--- config.mk ---
export PLATFORM = sky130hd
export DESIGN_NAME = tdx_exec_unit
export DESIGN_NICKNAME = d
export VERILOG_FILES = /design/src/rtl/tdx_pkg.sv /design/src/rtl/tdx_token_decode.sv /design/src/rtl/tdx_ctrl_update.sv /design/src/rtl/tdx_async_tracker.sv /design/src/rtl/tdx_exec_unit.sv
export SDC_FILE = /design/constraint.sdc
export NUM_CORES = 1
export LEC_CHECK = 0
export ABC_AREA = 1
export BUFFER_PORTS_ARGS = -buffer_cell sky130_fd_sc_hd__buf_2
export CORE_ASPECT_RATIO = 2
export CORE_MARGIN = 1.5
export CORE_UTILIZATION = 42
export CTS_CLUSTER_DIAMETER = 150
export DETAILED_ROUTE_END_ITERATION = 12
export PLACE_DENSITY_LB_ADDON = 0.12
export SLEW_MARGIN = 20
export SYNTH_ARGS = -nofsm -noshare
export SYNTH_HDL_FRONTEND = slang
export SYNTH_SLANG_ARGS = --single-unit
export TNS_END_PERCENT = 10
--- constraint.sdc ---
create_clock -name clk -period 2.2 [get_ports clk]
set_input_delay 0.22 -clock clk [delete_from_list [all_inputs] [get_ports clk]]
set_output_delay 0.22 -clock clk [all_outputs]
set_load 0.02 [all_outputs]
--- src/rtl/tdx_pkg.sv ---
`timescale 1ns/1ps
package tdx_pkg;
  localparam int LEN_W    = 11;
  localparam int B_TMO    = 18;
  localparam int B_NAK    = 19;
  localparam int B_BABBLE = 20;
  localparam int B_STALL  = 22;
  localparam int B_ACTIVE = 23;
  localparam int B_IOC    = 24;
  localparam int B_IOS    = 25;
  localparam int B_ERR_LO = 27;
  localparam int B_SPD    = 29;

  localparam logic [7:0] PID_SETUP = 8'h2D;
  localparam logic [7:0] PID_IN    = 8'h69;
  localparam logic [7:0] PID_OUT   = 8'hE1;

  localparam logic [2:0] RSP_OK    = 3'd0;
  localparam logic [2:0] RSP_NAK   = 3'd1;
  localparam logic [2:0] RSP_STALL = 3'd2;
  localparam logic [2:0] RSP_ERR   = 3'd3;
  localparam logic [2:0] RSP_ASYNC = 3'd4;

  typedef enum logic [1:0] {
    TDX_ADVANCE = 2'd0,
    TDX_KEEP    = 2'd1,
    TDX_WAIT    = 2'd2,
    TDX_ABORT   = 2'd3
  } td_code_e;

  function automatic logic [LEN_W-1:0] max_len_of(input logic [31:0] tok);
    return tok[31:21] + 11'd1;
  endfunction

  function automatic logic [LEN_W-1:0] len_to_field(input logic [LEN_W-1:0] len);
    return len - 11'd1;
  endfunction

  function automatic logic pid_known(input logic [7:0] pid);
    return (pid == PID_SETUP) || (pid == PID_IN) || (pid == PID_OUT);
  endfunction
endpackage

--- src/rtl/tdx_token_decode.sv ---
`timescale 1ns/1ps
module tdx_token_decode
  import tdx_pkg::*;
(
  input  logic [31:0]      token,
  output logic [7:0]       pid,
  output logic [6:0]       addr,
  output logic [3:0]       ep,
  output logic [LEN_W-1:0] max_len
);
  assign pid     = token[7:0];
  assign addr    = token[14:8];
  assign ep      = token[18:15];
  assign max_len = max_len_of(token);
endmodule

--- src/rtl/tdx_ctrl_update.sv ---
`timescale 1ns/1ps
module tdx_ctrl_update
  import tdx_pkg::*;
#(
  parameter int RSP_LEN_W = 12
) (
  input  logic                 proc_en,
  input  logic [31:0]          ctrl,
  input  logic [7:0]           pid,
  input  logic [LEN_W-1:0]     max_len,
  input  logic [2:0]           rsp_kind,
  input  logic [RSP_LEN_W-1:0] rsp_len,
  output logic [31:0]          nxt_ctrl,
  output logic [1:0]           cause,
  output td_code_e             code,
  output logic                 hcperr
);
  logic                 is_in;
  logic [RSP_LEN_W-1:0] max_ext;
  logic                 babble;
  logic                 short_pkt;
  logic [LEN_W-1:0]     len_eff;
  logic [1:0]           errcnt;

  assign is_in     = (pid == PID_IN);
  assign max_ext   = RSP_LEN_W'(max_len);
  assign babble    = is_in && (rsp_len > max_ext);
  assign short_pkt = is_in && ctrl[B_SPD] && (rsp_len < max_ext);
  assign len_eff   = is_in ? rsp_len[LEN_W-1:0] : max_len;
  assign errcnt    = ctrl[B_ERR_LO +: 2];

  always_comb begin
    nxt_ctrl = ctrl;
    cause    = 2'b00;
    code     = TDX_KEEP;
    hcperr   = 1'b0;
    if (proc_en) begin
      cause[0] = ctrl[B_IOC];
      if (!ctrl[B_ACTIVE]) begin
        code = TDX_KEEP;
      end else if (!pid_known(pid)) begin
        code   = TDX_ABORT;
        hcperr = 1'b1;
      end else if (rsp_kind == RSP_ASYNC) begin
        code = TDX_WAIT;
      end else begin
        if (ctrl[B_IOS]) nxt_ctrl[B_ACTIVE] = 1'b0;
        case (rsp_kind)
          RSP_OK: begin
            if (babble) begin
              nxt_ctrl[B_BABBLE] = 1'b1;
              nxt_ctrl[B_STALL]  = 1'b1;
              nxt_ctrl[B_ACTIVE] = 1'b0;
            end else begin
              nxt_ctrl[LEN_W-1:0] = len_to_field(len_eff);
              nxt_ctrl[B_ACTIVE]  = 1'b0;
              nxt_ctrl[B_NAK]     = 1'b0;
              if (short_pkt) begin
                cause[1] = 1'b1;
                code     = TDX_KEEP;
              end else begin
                code = TDX_ADVANCE;
              end
            end
          end
          RSP_NAK: nxt_ctrl[B_NAK] = 1'b1;
          RSP_STALL: begin
            nxt_ctrl[B_STALL]  = 1'b1;
            nxt_ctrl[B_ACTIVE] = 1'b0;
          end
          default: begin
            nxt_ctrl[B_TMO] = 1'b1;
            if (errcnt != 2'd0) begin
              nxt_ctrl[B_ERR_LO +: 2] = errcnt - 2'd1;
              if (errcnt == 2'd1) begin
                nxt_ctrl[B_STALL]  = 1'b1;
                nxt_ctrl[B_ACTIVE] = 1'b0;
              end
            end
          end
        endcase
      end
    end
  end
endmodule

--- src/rtl/tdx_async_tracker.sv ---
`timescale 1ns/1ps
module tdx_async_tracker (
  input  logic clk,
  input  logic rst_n,
  input  logic start_async,
  input  logic finish_async,
  input  logic cancel,
  output logic pending,
  output logic cancel_ack
);
  always_ff @(posedge clk) begin
    if (!rst_n) begin
      pending    <= 1'b0;
      cancel_ack <= 1'b0;
    end else begin
      cancel_ack <= cancel && pending && !start_async;
      if (start_async)
        pending <= 1'b1;
      else if (finish_async || cancel)
        pending <= 1'b0;
    end
  end
endmodule

--- src/rtl/tdx_exec_unit.sv ---
`timescale 1ns/1ps
module tdx_exec_unit
  import tdx_pkg::*;
#(
  parameter int RSP_LEN_W = 12
) (
  input  logic                 clk,
  input  logic                 rst_n,
  input  logic                 in_valid,
  input  logic [31:0]          in_ctrl,
  input  logic [31:0]          in_token,
  input  logic                 in_resume,
  input  logic [2:0]           in_rsp_kind,
  input  logic [RSP_LEN_W-1:0] in_rsp_len,
  input  logic                 in_cancel,
  output logic [7:0]           dec_pid,
  output logic [6:0]           dec_addr,
  output logic [3:0]           dec_ep,
  output logic [10:0]          dec_max_len,
  output logic                 out_valid,
  output logic [31:0]          out_ctrl,
  output logic [1:0]           out_cause,
  output logic [1:0]           out_code,
  output logic                 out_hcperr,
  output logic                 pending,
  output logic                 out_cancel
);
  logic        proc_en;
  logic [31:0] upd_ctrl;
  logic [1:0]  upd_cause;
  td_code_e    upd_code;
  logic        upd_hcperr;
  logic        start_async;
  logic        finish_async;

  tdx_token_decode u_dec (
    .token   (in_token),
    .pid     (dec_pid),
    .addr    (dec_addr),
    .ep      (dec_ep),
    .max_len (dec_max_len)
  );

  // A parked request admits only the resumed descriptor; otherwise only fresh ones.
  assign proc_en = (pending == in_resume);

  tdx_ctrl_update #(.RSP_LEN_W(RSP_LEN_W)) u_upd (
    .proc_en  (proc_en),
    .ctrl     (in_ctrl),
    .pid      (dec_pid),
    .max_len  (dec_max_len),
    .rsp_kind (in_rsp_kind),
    .rsp_len  (in_rsp_len),
    .nxt_ctrl (upd_ctrl),
    .cause    (upd_cause),
    .code     (upd_code),
    .hcperr   (upd_hcperr)
  );

  assign start_async  = in_valid && proc_en && (upd_code == TDX_WAIT);
  assign finish_async = in_valid && proc_en && in_resume && (upd_code != TDX_WAIT);

  tdx_async_tracker u_trk (
    .clk          (clk),
    .rst_n        (rst_n),
    .start_async  (start_async),
    .finish_async (finish_async),
    .cancel       (in_cancel),
    .pending      (pending),
    .cancel_ack   (out_cancel)
  );

  always_ff @(posedge clk) begin
    if (!rst_n) begin
      out_valid  <= 1'b0;
      out_ctrl   <= '0;
      out_cause  <= '0;
      out_code   <= '0;
      out_hcperr <= 1'b0;
    end else begin
      out_valid  <= in_valid;
      out_hcperr <= in_valid && upd_hcperr;
      if (in_valid) begin
        out_ctrl  <= upd_ctrl;
        out_cause <= upd_cause;
        out_code  <= upd_code;
      end
    end
  end
endmodule

==> results of run 1 <==
==> per-layer routing <==
metal	vias to the layer above	global-route usage (%)	part of all wire, %
met2	105	47.34	57
met1	1550	19.33	35
li1	1775	-	-
met3	17	1.911	4.2
met5	-	0	0
met4	0	12.91	3.4
==> kinds of logic (layout without fill, tap and decap cells) <==
family,Yosys count,count (layout),synth area share (%)
AO/OA/AOI/OAI,48,48,10.70
XOR/XNOR,7,7,2.009
adder cells (fa/ha/maj),10,10,4.100
buffers and inverters,103,260,15.83
flip-flops,40,40,26.24
multiplexers,1,1,0.3280
AND/OR/NAND/NOR,255,256,40.80
==> metrics by stage <==
step	TNS [ns]	setup slack (ns)	power, mW	instance area [um^2]	utilization, %
after floorplan	0	0.007875	1.160	3105	-
after detailed placement	-2.817	-0.2395	1.367	4028	57.58
after global routing	-0.1566	-0.02082	2.286	4324	61.82
after global placement	-2.246	-0.1860	1.361	4028	57.58
after CTS	0	0.06040	2.182	4192	59.93
final	0	0.08447	2.187	4324	61.82
==> registers in the layout (all words and copies together), names as in the netlist <==
name,count
out_hcperr,1
out_valid,1
out_code,2
out_ctrl,32
u_trk.pending,1
out_cause,2
u_trk.cancel_ack,1
==> synth_stat cells (all sizes together), types with 5 or more instances <==
library cell | n | area, um^2
o21ai | 16 | 83.83
nand4 | 7 | 43.79
nor2 | 33 | 171.4
nand2 | 142 | 588.1
nor3 | 5 | 25.02
nand3b | 7 | 52.55
ha | 10 | 125.1
dfxtp | 40 | 800.8
xor2 | 5 | 43.79
a22o | 12 | 105.1
buf | 25 | 190.2
nand3 | 55 | 325.3
inv | 71 | 266.5
a21oi | 11 | 70.07
==> where the power goes <==
part / total, mW / internal [mW] / switching, mW
registers: 0.783 / 0.764 / 0.0183
clock network: 0.820 / 0.533 / 0.287
logic: 0.584 / 0.244 / 0.340
total: 2.19 / 1.54 / 0.646
==> worst min path at each step <==
| stage | cells past startpoint | to | from |
|---|---|---|---|
| after floorplan | 2 | u_trk.cancel_ack | in_cancel |
| final | 2 | out_ctrl[17] | in_ctrl[17] |
| after global routing | 2 | out_ctrl[17] | in_ctrl[17] |
| after CTS | 2 | out_ctrl[30] | in_ctrl[30] |
| after detailed placement | 2 | out_ctrl[1] | out_ctrl[1] |
| after global placement | 2 | out_ctrl[27] | out_ctrl[27] |
==> repair_timing <==
action	4_1_cts	5_1_grt
setup buffers	0	2
endpoints found under the setup margin	0	13
endpoints found under the hold margin	0	0
resized for setup	0	19
==> cell type report <==
type	instances	area [um^2]
Sequential cell	40	800.8
Inverter	74	280.3
Tap cell	90	112.6
Fill cell	712	2670
Clock inverter	2	35.03
Timing Repair Buffer	178	1061
Clock buffer	6	128.9
Multi-Input combinational cell	322	1906
==> critical path, stage by stage <==
cell	delay [ns]
sky130_fd_sc_hd__buf_4	0.12
sky130_fd_sc_hd__ha_4	0.16
sky130_fd_sc_hd__nor3b_4	0.15
sky130_fd_sc_hd__or2_4	0.23
sky130_fd_sc_hd__nand2_4	0.06
sky130_fd_sc_hd__inv_2	0.04
sky130_fd_sc_hd__ha_4	0.25
sky130_fd_sc_hd__inv_2	0.04
sky130_fd_sc_hd__nor2_4	0.09
sky130_fd_sc_hd__nand2_4	0.07
sky130_fd_sc_hd__nor2_4	0.16
sky130_fd_sc_hd__nand3_2	0.09
sky130_fd_sc_hd__nand2_2	0.09
sky130_fd_sc_hd__inv_4	0.05
sky130_fd_sc_hd__nand2_8	0.11
sky130_fd_sc_hd__clkbuf_16	0.15
sky130_fd_sc_hd__nand3_1	0.08
sky130_fd_sc_hd__nand3_1	0.07
sky130_fd_sc_hd__nand2_1	0.07
==> metrics, run 1 <==
worst-case headroom to the max-slew limit=between 40 and 50%; antenna diode instance count=0; TritonCTS clock tree=done; layout cells sized above 1=40.19%; via count of the first global-routing pass=roughly 3400; 1st-iter DRT viols=112; Synth Cell Area=3052 um^2; category of the most critical setup path=in2reg; Die Span Y=123.5 um; worst hold path class=in2reg; Unique masters post-synth=a little over 40; most used cells in the layout excluding fill and tap cells=sky130_fd_sc_hd__buf_2 (127), sky130_fd_sc_hd__nand2_1 (121), sky130_fd_sc_hd__inv_1 (65); Reg2Reg Setup Slack=0.25 ns; starting density of the core=43.63%; critical path launch point=in_token[22]; maximum operating frequency=472.7 MHz; result of the run=finished clean; setup repair after global routing missed its margin=true; post-synthesis sequential area ratio=26.24%; clock slew at the register clock pins of the worst setup and hold paths=about 0.060 ns; actual slew at the worst max-slew pin=between 0.8 and 0.9 ns; Primary FF master, synth=sky130_fd_sc_hd__dfxtp_1; drt drc=0; average footprint of a synthesized cell=6.577 um^2; Max Fanout on Critical Path=5; non-filler instance count after layout=712; initial antenna violation count=0; number of cells traversed by the worst register-to-register path=12; global-route wire length before repair=13880 um; Std-Cell Rows=43; crit path capture type=flop; hold slack final=0.1553 ns; post-DR wirelength/cell=12.31 um; cell count after synthesis=roughly 460; post-route minimum period=2.116 ns; ratio of routed vias to standard cells=4.841; DP Cell Count=700; count of flip-flops with a built-in enable after synthesis=0; CTS max path bufs=2; maximum vdd drop=0.2737 mV; total number of vias=~3400; worst skew pair latency=between 0.2 and 0.3 ns; Critical R2R Launch=u_trk.pending; last element of the critical path=out_ctrl[10]; static leakage=2.379 nW; # hold bufs at CTS=0; worst setup skew after layout=0.008158 ns; PortBufs=129; Data required, critical path=2.37 ns; global-route usage over all layers=22.28%; Ports=154; Ys Warns=0; arrival time at the worst endpoint=2.29 ns; area of the die=7817 um^2; commonest non-fill, non-tap cell in the layout=sky130_fd_sc_hd__buf_2; Layout Nets=between 700 and 800; final number of max-transition violations=0; kind of start point of the critical path=primary input; Area Overhead vs Synth=41.70%; setup violators final=0; final-report hold violation count=0; maximum number of pins on one net before global-route repair=28; HPWL Detailed=7171 um; total CTS buffers=5; final worst-path cycle share=96.16%; total routed wirelength=8764 um; htree depth=2; flip-flop and latch count after synthesis=40; DR pass1 iterations=4; leftover overflow at the end of global routing=0; Std-Cell Core Area=roughly 7000 um^2; FFs w/ async S/R, synth=0%; Die Wd=63.28 um; sink count of the clock tree=40; Mapped Nets=558; number of nets still failing antenna checks after routing=0; power density normalized to cell area=between 500 and 600 nW/um^2; clock tree root driver cell=sky130_fd_sc_hd__clkbuf_16; count of maximum capacitance violations=0; final RePlAce weighted congestion=0.8837; R2R Path End=out_ctrl[8]
Note: power is estimated with default switching activity, not from simulation.
==> run 2: changes to the inputs <==
--- a/config.mk
+++ b/config.mk
@@ -6,12 +6,12 @@
 export NUM_CORES = 1
 export LEC_CHECK = 0
 export ABC_AREA = 1
-export BUFFER_PORTS_ARGS = -buffer_cell sky130_fd_sc_hd__buf_2
 export CORE_ASPECT_RATIO = 2
 export CORE_MARGIN = 1.5
-export CORE_UTILIZATION = 42
+export CORE_UTILIZATION = 45
 export CTS_CLUSTER_DIAMETER = 150
 export DETAILED_ROUTE_END_ITERATION = 12
+export DONT_BUFFER_PORTS = 1
 export PLACE_DENSITY_LB_ADDON = 0.12
 export SLEW_MARGIN = 20
 export SYNTH_ARGS = -nofsm -noshare
==> metrics, run 2 (synthesis results as in run 1) <==
result of the run=finished clean; Die Wd=61.23 um (-3.2%); setup repair after global routing missed its margin=false; 1st-iter DRT viols=131 (+17%); worst skew pair latency=0.28 ns (about the same); CTS max path bufs=2 (unchanged); power density normalized to cell area=561.5 nW/um^2 (+11%); total routed wirelength=7815 um (-11%); total CTS buffers=5 (unchanged); fraction of power spent switching nets=30.12% (+0.60 points); met3 wire length=482 um (+30%); post-route met1 wirelength=2639 um (-14%); number of instances resized during post-cts repair=0 (unchanged); worst hold path class=in2reg; Data required, critical path=2.38 ns (about the same); final-report hold violation count=0 (unchanged); crit path capture type=flop; Std-Cell Core Area=6569 um^2 (-6.1%); worst hold endpoint=out_code[1]; layout cells sized above 1=18.80% (-21 points); most used cells in the layout excluding fill and tap cells=sky130_fd_sc_hd__nand2_1 (125), sky130_fd_sc_hd__inv_1 (65), sky130_fd_sc_hd__nand3_1 (45); Die Span Y=119.5 um (-3.3%); global-route wire length before repair=12230 um (-12%); maximum number of pins on one net before global-route repair=32 (+14%); starting density of the core=46.46% (+2.8 points); post-DR wirelength/cell=14.06 um (+14%); clock slew at the register clock pins of the worst setup and hold paths=0.06 ns (about the same); drt drc=0 (unchanged); worst-case headroom to the max-slew limit=73.72% (+30 points); maximum operating frequency=503.0 MHz (+6.4%); via count of the first global-routing pass=2830 (-16%); arrival time at the worst endpoint=2.17 ns (-0.12 ns); leftover overflow at the end of global routing=0 (unchanged); HPWL Detailed=6548 um (-8.7%); cell area after layout=3353 um^2 (-22%); commonest non-fill, non-tap cell in the layout=sky130_fd_sc_hd__nand2_1; post-route minimum period=1.988 ns (-0.1275 ns); initial antenna violation count=0 (unchanged); Post CTS Setup Buffer Count=0 (unchanged); Critical R2R Launch=u_trk.pending; Reg2Reg Setup Slack=0.48 ns (+0.23 ns); sequential power share=44.5% (+8.7 points); part of the total power dissipated in combinational logic=17.8% (-8.9 points); area of the die=7315 um^2 (-6.4%); hold depth=1 (-1); antenna diode instance count=0 (unchanged); htree depth=2 (unchanged); Ports=154 (unchanged); Layout Nets=561 (-22%); actual slew at the worst max-slew pin=0.3912 ns (-0.4508 ns); final worst-path cycle share=90.37% (-5.8 points); HP Start=in_valid; R2R Path End=out_ctrl[7]; final core utilization=51.05% (-11 points); maximum vdd drop=0.2777 mV (+1.5%); clock tree root driver cell=sky130_fd_sc_hd__clkbuf_16; worst setup skew after layout=0.002115 ns (-0.006044 ns); Max Fanout on Critical Path=12 (+7); count of maximum capacitance violations=0 (unchanged); category of the most critical setup path=in2reg; total number of vias=2875 (-17%); kind of start point of the critical path=primary input; number of nets still failing antenna checks after routing=0 (unchanged); # hold bufs at CTS=0 (unchanged); top flop regs=out_ctrl x32, out_cause x2, out_code x2; final number of max-transition violations=0 (unchanged); top register by number of flip-flops=out_ctrl; final RePlAce weighted congestion=0.9313 (+5.4%); sink count of the clock tree=40 (unchanged); clock group share of total power=37.7% (+0.2 points); Std-Cell Rows=42 (-2.3%); setup violators final=0 (unchanged); switching power=567.1 uW (-12%); TritonCTS clock tree=done; ratio of routed vias to standard cells=5.171 (+6.8%); static leakage=1.675 nW (-30%); DR pass1 iterations=4 (unchanged); Filler Cell Count=686 (-3.7%); met2 wire length=4422 um (-12%); max FFs per register=32 (unchanged); global-route usage over all layers=22.04% (-0.24 points); total power after layout=1.883 mW (-14%); number of cells traversed by the worst register-to-register path=12 (unchanged); PortBufs=0 (-100%); cell internal power dissipation=1.316 mW (-15%); highest metal layer with signal wires=met4; instance area at placement=3209 um^2 (-20%); Area Overhead vs Synth=9.881%
-- run 2: power groups by stage --
stage	clock (mW)	sequential (mW)	combinational, mW
after floorplan	0	0.847	0.314
after global placement	0	0.854	0.330
after detailed placement	0	0.855	0.337
after CTS	0.724	0.839	0.339
after global routing	0.747	0.844	0.377
final	0.710	0.838	0.335
-- run 2: worst max-delay path by stage --
stage,from,end,slack (ns)
2_1_floorplan,in_token[21],out_ctrl[19],0.008
3_3_place_gp,in_token[25],out_ctrl[10],-0.08
3_5_place_dp,in_token[25],out_ctrl[10],-0.12
4_1_cts,in_token[25],out_ctrl[10],0.18
5_1_grt,in_token[25],out_ctrl[19],0.04
6_report,in_token[21],out_ctrl[10],0.21
-- run 2: critical path: stages --
cell and delay, ns:
sky130_fd_sc_hd__ha_4 0.14, sky130_fd_sc_hd__nor3b_2 0.16, sky130_fd_sc_hd__or2_4 0.25, sky130_fd_sc_hd__nand2_4 0.07, sky130_fd_sc_hd__inv_2 0.04, sky130_fd_sc_hd__ha_4 0.26, sky130_fd_sc_hd__inv_2 0.04, sky130_fd_sc_hd__nor2_4 0.11
sky130_fd_sc_hd__nand2_4 0.06, sky130_fd_sc_hd__nor2_4 0.14, sky130_fd_sc_hd__nand2_1 0.10, sky130_fd_sc_hd__nand3_2 0.11, sky130_fd_sc_hd__nand2_4 0.08, sky130_fd_sc_hd__nand2_4 0.18, sky130_fd_sc_hd__nand2_1 0.08, sky130_fd_sc_hd__nand3_1 0.08
sky130_fd_sc_hd__nand2_1 0.04
-- run 2: stage by stage --
| stage | setup TNS [ns] | hold slack, ns | cells | setup WS [ns] |
|---|---|---|---|---|
| after floorplan | 0 | 0.3533 | 464 | 0.007875 |
| after global placement | -0.6549 | 0.3207 | 548 | -0.07505 |
| after detailed placement | -1.190 | 0.3186 | 548 | -0.1196 |
| after CTS | 0 | 0.02324 | 556 | 0.1802 |
| after global routing | 0 | 0.03334 | 556 | 0.03843 |
| final | 0 | 0.02498 | 556 | 0.2119 |
-- run 2: metal layers --
layer,GRT usage (%),up-vias
met3,4.777,16
met2,42.35,105
met1,19.61,1287
li1,-,1467
met4,10.60,0
met5,0,-
-- run 2: area by class of cell --
| type | instances | area [um^2] | area share [%] |
|---|---|---|---|
| clock buffer | 5 | 125.1 | 3.731 |
| clock inverter | 3 | 18.77 | 0.5597 |
| inverter | 74 | 277.8 | 8.284 |
| multi-input combinational | 321 | 1821 | 54.29 |
| sequential | 40 | 800.8 | 23.88 |
| tap | 88 | 110.1 | 3.284 |
| timing repair buffer | 25 | 200.2 | 5.970 |
==> run 3: changes to the inputs <==
--- a/config.mk
+++ b/config.mk
@@ -5,10 +5,10 @@
 export SDC_FILE = /design/constraint.sdc
 export NUM_CORES = 1
 export LEC_CHECK = 0
-export ABC_AREA = 1
+export ABC_AREA = 0
 export CORE_ASPECT_RATIO = 2
 export CORE_MARGIN = 1.5
-export CORE_UTILIZATION = 45
+export CORE_UTILIZATION = 35
 export CTS_CLUSTER_DIAMETER = 150
 export DETAILED_ROUTE_END_ITERATION = 12
 export DONT_BUFFER_PORTS = 1
==> metrics, run 3 <==
result of the run=finished with violations; failing checks=negative setup slack; maximum number of pins on one net before global-route repair=45 (+41%); worst-case headroom to the max-slew limit=63.38% (-10 points); global-route wire length before repair=13500 um (+10%); cell internal power dissipation=1.532 mW (+16%); via count of the first global-routing pass=2675 (-5.5%); switching power=566.0 uW (-0.19%); Filler Cell Count=827 (+21%); category of the most critical setup path=in2reg; global-route usage over all layers=20.08% (-2.0 points); final worst-path cycle share=109.9% (+20 points); part of the total power dissipated in combinational logic=18.4% (+0.6 points); Slowest Stage Delay on Critical Path=0.31 ns (+0.05 ns); count of flip-flops with a built-in enable after synthesis=0 (unchanged); fraction of power spent switching nets=26.98% (-3.1 points); ratio of routed vias to standard cells=5.648 (+9.2%); maximum operating frequency=413.6 MHz (-18%); Die Wd=67.66 um (+11%); post-DR wirelength/cell=18.90 um (+34%); final-report hold violation count=0 (unchanged); Primary FF master, synth=sky130_fd_sc_hd__dfxtp_1; starting density of the core=35.80% (-11 points); CTS max path bufs=2 (unchanged); FFs w/ async S/R, synth=0% (unchanged); Multi-input gate area=2012 um^2 (+11%); cell taking the most area after synthesis=sky130_fd_sc_hd__dfxtp_1; maximum vdd drop=0.3872 mV (+39%); sink count of the clock tree=40 (unchanged); average footprint of a synthesized cell=8.198 um^2 (+25%); Mapped Nets=451 (-19%); sequential power share=40.1% (-4.4 points); list of most frequent post-synthesis cells=sky130_fd_sc_hd__dfxtp_1 (40), sky130_fd_sc_hd__nor2_1 (32), sky130_fd_sc_hd__nand3_1 (30); worst-path cell chain=ha_4 > nand2_1 > nor3_2 > nand3_1 > xnor2_2 > inv_2 > ha_4 > and4b_2 > a31o_4 > a31oi_4 > buf_6 > buf_16 > and3_1 > a311o_1; worst hold path class=in2reg; final core utilization=44.05% (-7.0 points); most instantiated library cell after synthesis=sky130_fd_sc_hd__dfxtp_1; top register by number of flip-flops=out_ctrl; HP Start=in_valid; clock slew at the register clock pins of the worst setup and hold paths=0.07 ns (about the same); TritonCTS clock tree=done; static leakage=1.461 nW (-13%); HPWL Detailed=7147 um (+9.2%); htree depth=2 (unchanged); total CTS buffers=5 (unchanged); Max Fanout on Critical Path=5 (-7); met2 capacity usage during global routing=40.31% (-2.0 points); power density normalized to cell area=582.6 nW/um^2 (+3.8%); kind of start point of the critical path=primary input; DP Cell Count=462 (-16%); most used cells in the layout excluding fill and tap cells=sky130_fd_sc_hd__buf_4 (44), sky130_fd_sc_hd__dfxtp_1 (40), sky130_fd_sc_hd__nor2_1 (32); max FFs per register=32 (unchanged); top area cells in the synthesized netlist=sky130_fd_sc_hd__dfxtp_1 (27%), sky130_fd_sc_hd__mux2i_1 (5.8%), sky130_fd_sc_hd__buf_4 (5.1%); Final Worst Setup Slack=-0.2176 ns (-0.4296 ns); critical path buffer and inverter count=3 (+1); Die Span Y=132.3 um (+11%); busiest metal layer after global routing=met2; post-route minimum period=2.418 ns (+0.4296 ns); setup violators final=15 (+15); Data required, critical path=2.37 ns (about the same); total number of vias=2683 (-6.7%); clock tree root driver cell=sky130_fd_sc_hd__clkbuf_16; hold slack final=0.05371 ns (+0.02872 ns); family of cells with the greatest summed delay on the critical path=simple AND/OR/NAND/NOR gates; arrival time at the worst endpoint=2.59 ns (+0.42 ns); 1st-iter DRT viols=94 (-28%); post-synthesis sequential area ratio=27.36% (+1.1 points); Critical R2R Launch=u_trk.pending; Ports=154 (unchanged); layout cells sized above 1=24.67% (+5.9 points); critical path launch point=in_token[22]; clock group share of total power=41.5% (+3.8 points); worst setup skew after layout=0.01145 ns (+0.009339 ns); portion of synthesized cell area occupied by the leading cell type=27.36% (+1.1 points); Critical Path Slowest Stage Cell=sky130_fd_sc_hd__a311o_1; met3 Use GR=3.672% (-1.1 points); area of the die=8953 um^2 (+22%); setup repair after global routing missed its margin=true; Std-Cell Rows=47 (+12%); leftover overflow at the end of global routing=0 (unchanged); DR pass1 iterations=4 (unchanged); final RePlAce weighted congestion=0.7975 (-14%); Area Overhead vs Synth=23.04%; area occupied by registers=800.8 um^2 (unchanged); PortBufs=0 (unchanged); crit path capture type=flop; Synth Cell Area=2927 um^2 (-4.1%); non-filler instance count after layout=475 (-15%); flip-flop and latch count after synthesis=40 (unchanged); top flop regs=out_ctrl x32, out_cause x2, out_code x2; Layout Nets=470 (-16%); commonest non-fill, non-tap cell in the layout=sky130_fd_sc_hd__buf_4; cell count after synthesis=357 (-23%); Ys Warns=0 (unchanged); M1 GR Usage=17.71% (-1.9 points); Std-Cell Core Area=8174 um^2 (+24%); initial antenna violation count=0 (unchanged); worst skew pair latency=0.29 ns (about the same); count of maximum capacitance violations=0 (unchanged); final number of max-transition violations=0 (unchanged); Unique masters post-synth=68 (+66%); most used cell along the critical path=sky130_fd_sc_hd__ha_4; number of nets still failing antenna checks after routing=0 (unchanged); antenna diode instance count=0 (unchanged); drt drc=0 (unchanged); summed negative setup slack over all endpoints=-2.208 ns (-2.208 ns); total routed wirelength=8979 um (+15%); actual slew at the worst max-slew pin=0.5468 ns (+0.1556 ns)
-- run 3: changes by cell type after synthesis, sizes merged, moves of 8 or more --
cell,delta
nand2,-120
inv,-55
nand3,-24
mux2i,+16
a22o,-12
xnor2,+11
a31oi,+8
-- run 3: power by group through the flow --
stage	combinational, mW	clock (mW)	sequential [mW]
floorplan	0.329	0	0.849
global placement	0.363	0	0.859
detailed placement	0.368	0	0.859
CTS	0.382	0.890	0.843
global route	0.425	0.918	0.847
finish	0.386	0.870	0.842
-- run 3: through the flow --
stage	instance area [um^2]	power [mW]	setup slack, ns
2_1_floorplan	3058	1.178	-0.5439
3_3_place_gp	3296	1.222	-0.5194
3_5_place_dp	3296	1.227	-0.5815
4_1_cts	3553	2.115	-0.2558
5_1_grt	3601	2.190	-0.3327
6_report	3601	2.098	-0.2176
-- run 3: worst reg2reg max path: stages (launching register included) --
cell and delay (ns):
sky130_fd_sc_hd__dfxtp_1 0.32, sky130_fd_sc_hd__xnor2_1 0.22, sky130_fd_sc_hd__o2111a_1 0.25, sky130_fd_sc_hd__nand3b_1 0.25, sky130_fd_sc_hd__a31oi_4 0.27, sky130_fd_sc_hd__buf_6 0.14
sky130_fd_sc_hd__buf_12 0.10, sky130_fd_sc_hd__nor2_1 0.04, sky130_fd_sc_hd__a311o_1 0.26
-- run 3: logic make-up after synthesis --
kind of cell	synth area share [%]
muxes	6.199
xor gates and xnor gates	7.910
buffers and inverters	10.30
DFF	27.36
and+or+nand+nor	23.26
AOI/OAI and AO/OA	20.35
adders and majority gates	4.617
-- run 3: worst paths after layout --
| path | slack (ns) | cells past startpoint | end |
|---|---|---|---|
| max | -0.22 | 14 | out_ctrl[4] |
| min | 0.05 | 1 | out_ctrl[5] |
| max reg2reg | 0.25 | 8 | out_ctrl[4] |
| min reg2reg | 0.57 | 2 | out_cause[0] |
-- run 3: timing repair --
item | in CTS | in global routing
buffers inserted | 2 | 2
setup endpoints to repair | 17 | 18
resized for setup | 6 | 8
hold buffers | 0 | 0
pin swaps | 12 | 9
cloned | 1 | 0
-- run 3: layer usage --
layer | share of wire, % | vias to the layer above
met5 | 0 | -
met4 | 2.3 | 0
met2 | 60 | 91
met3 | 5.9 | 10
met1 | 32 | 1270
li1 | - | 1312
-- run 3: final cells by class --
class,instances,area share (%)
Clock inverter,2,1.077
Multi-Input combinational cell,262,55.87
Clock buffer,6,3.857
Tap cell,98,3.405
Inverter,18,1.876
Sequential cell,40,22.24
Timing Repair Buffer,49,11.67
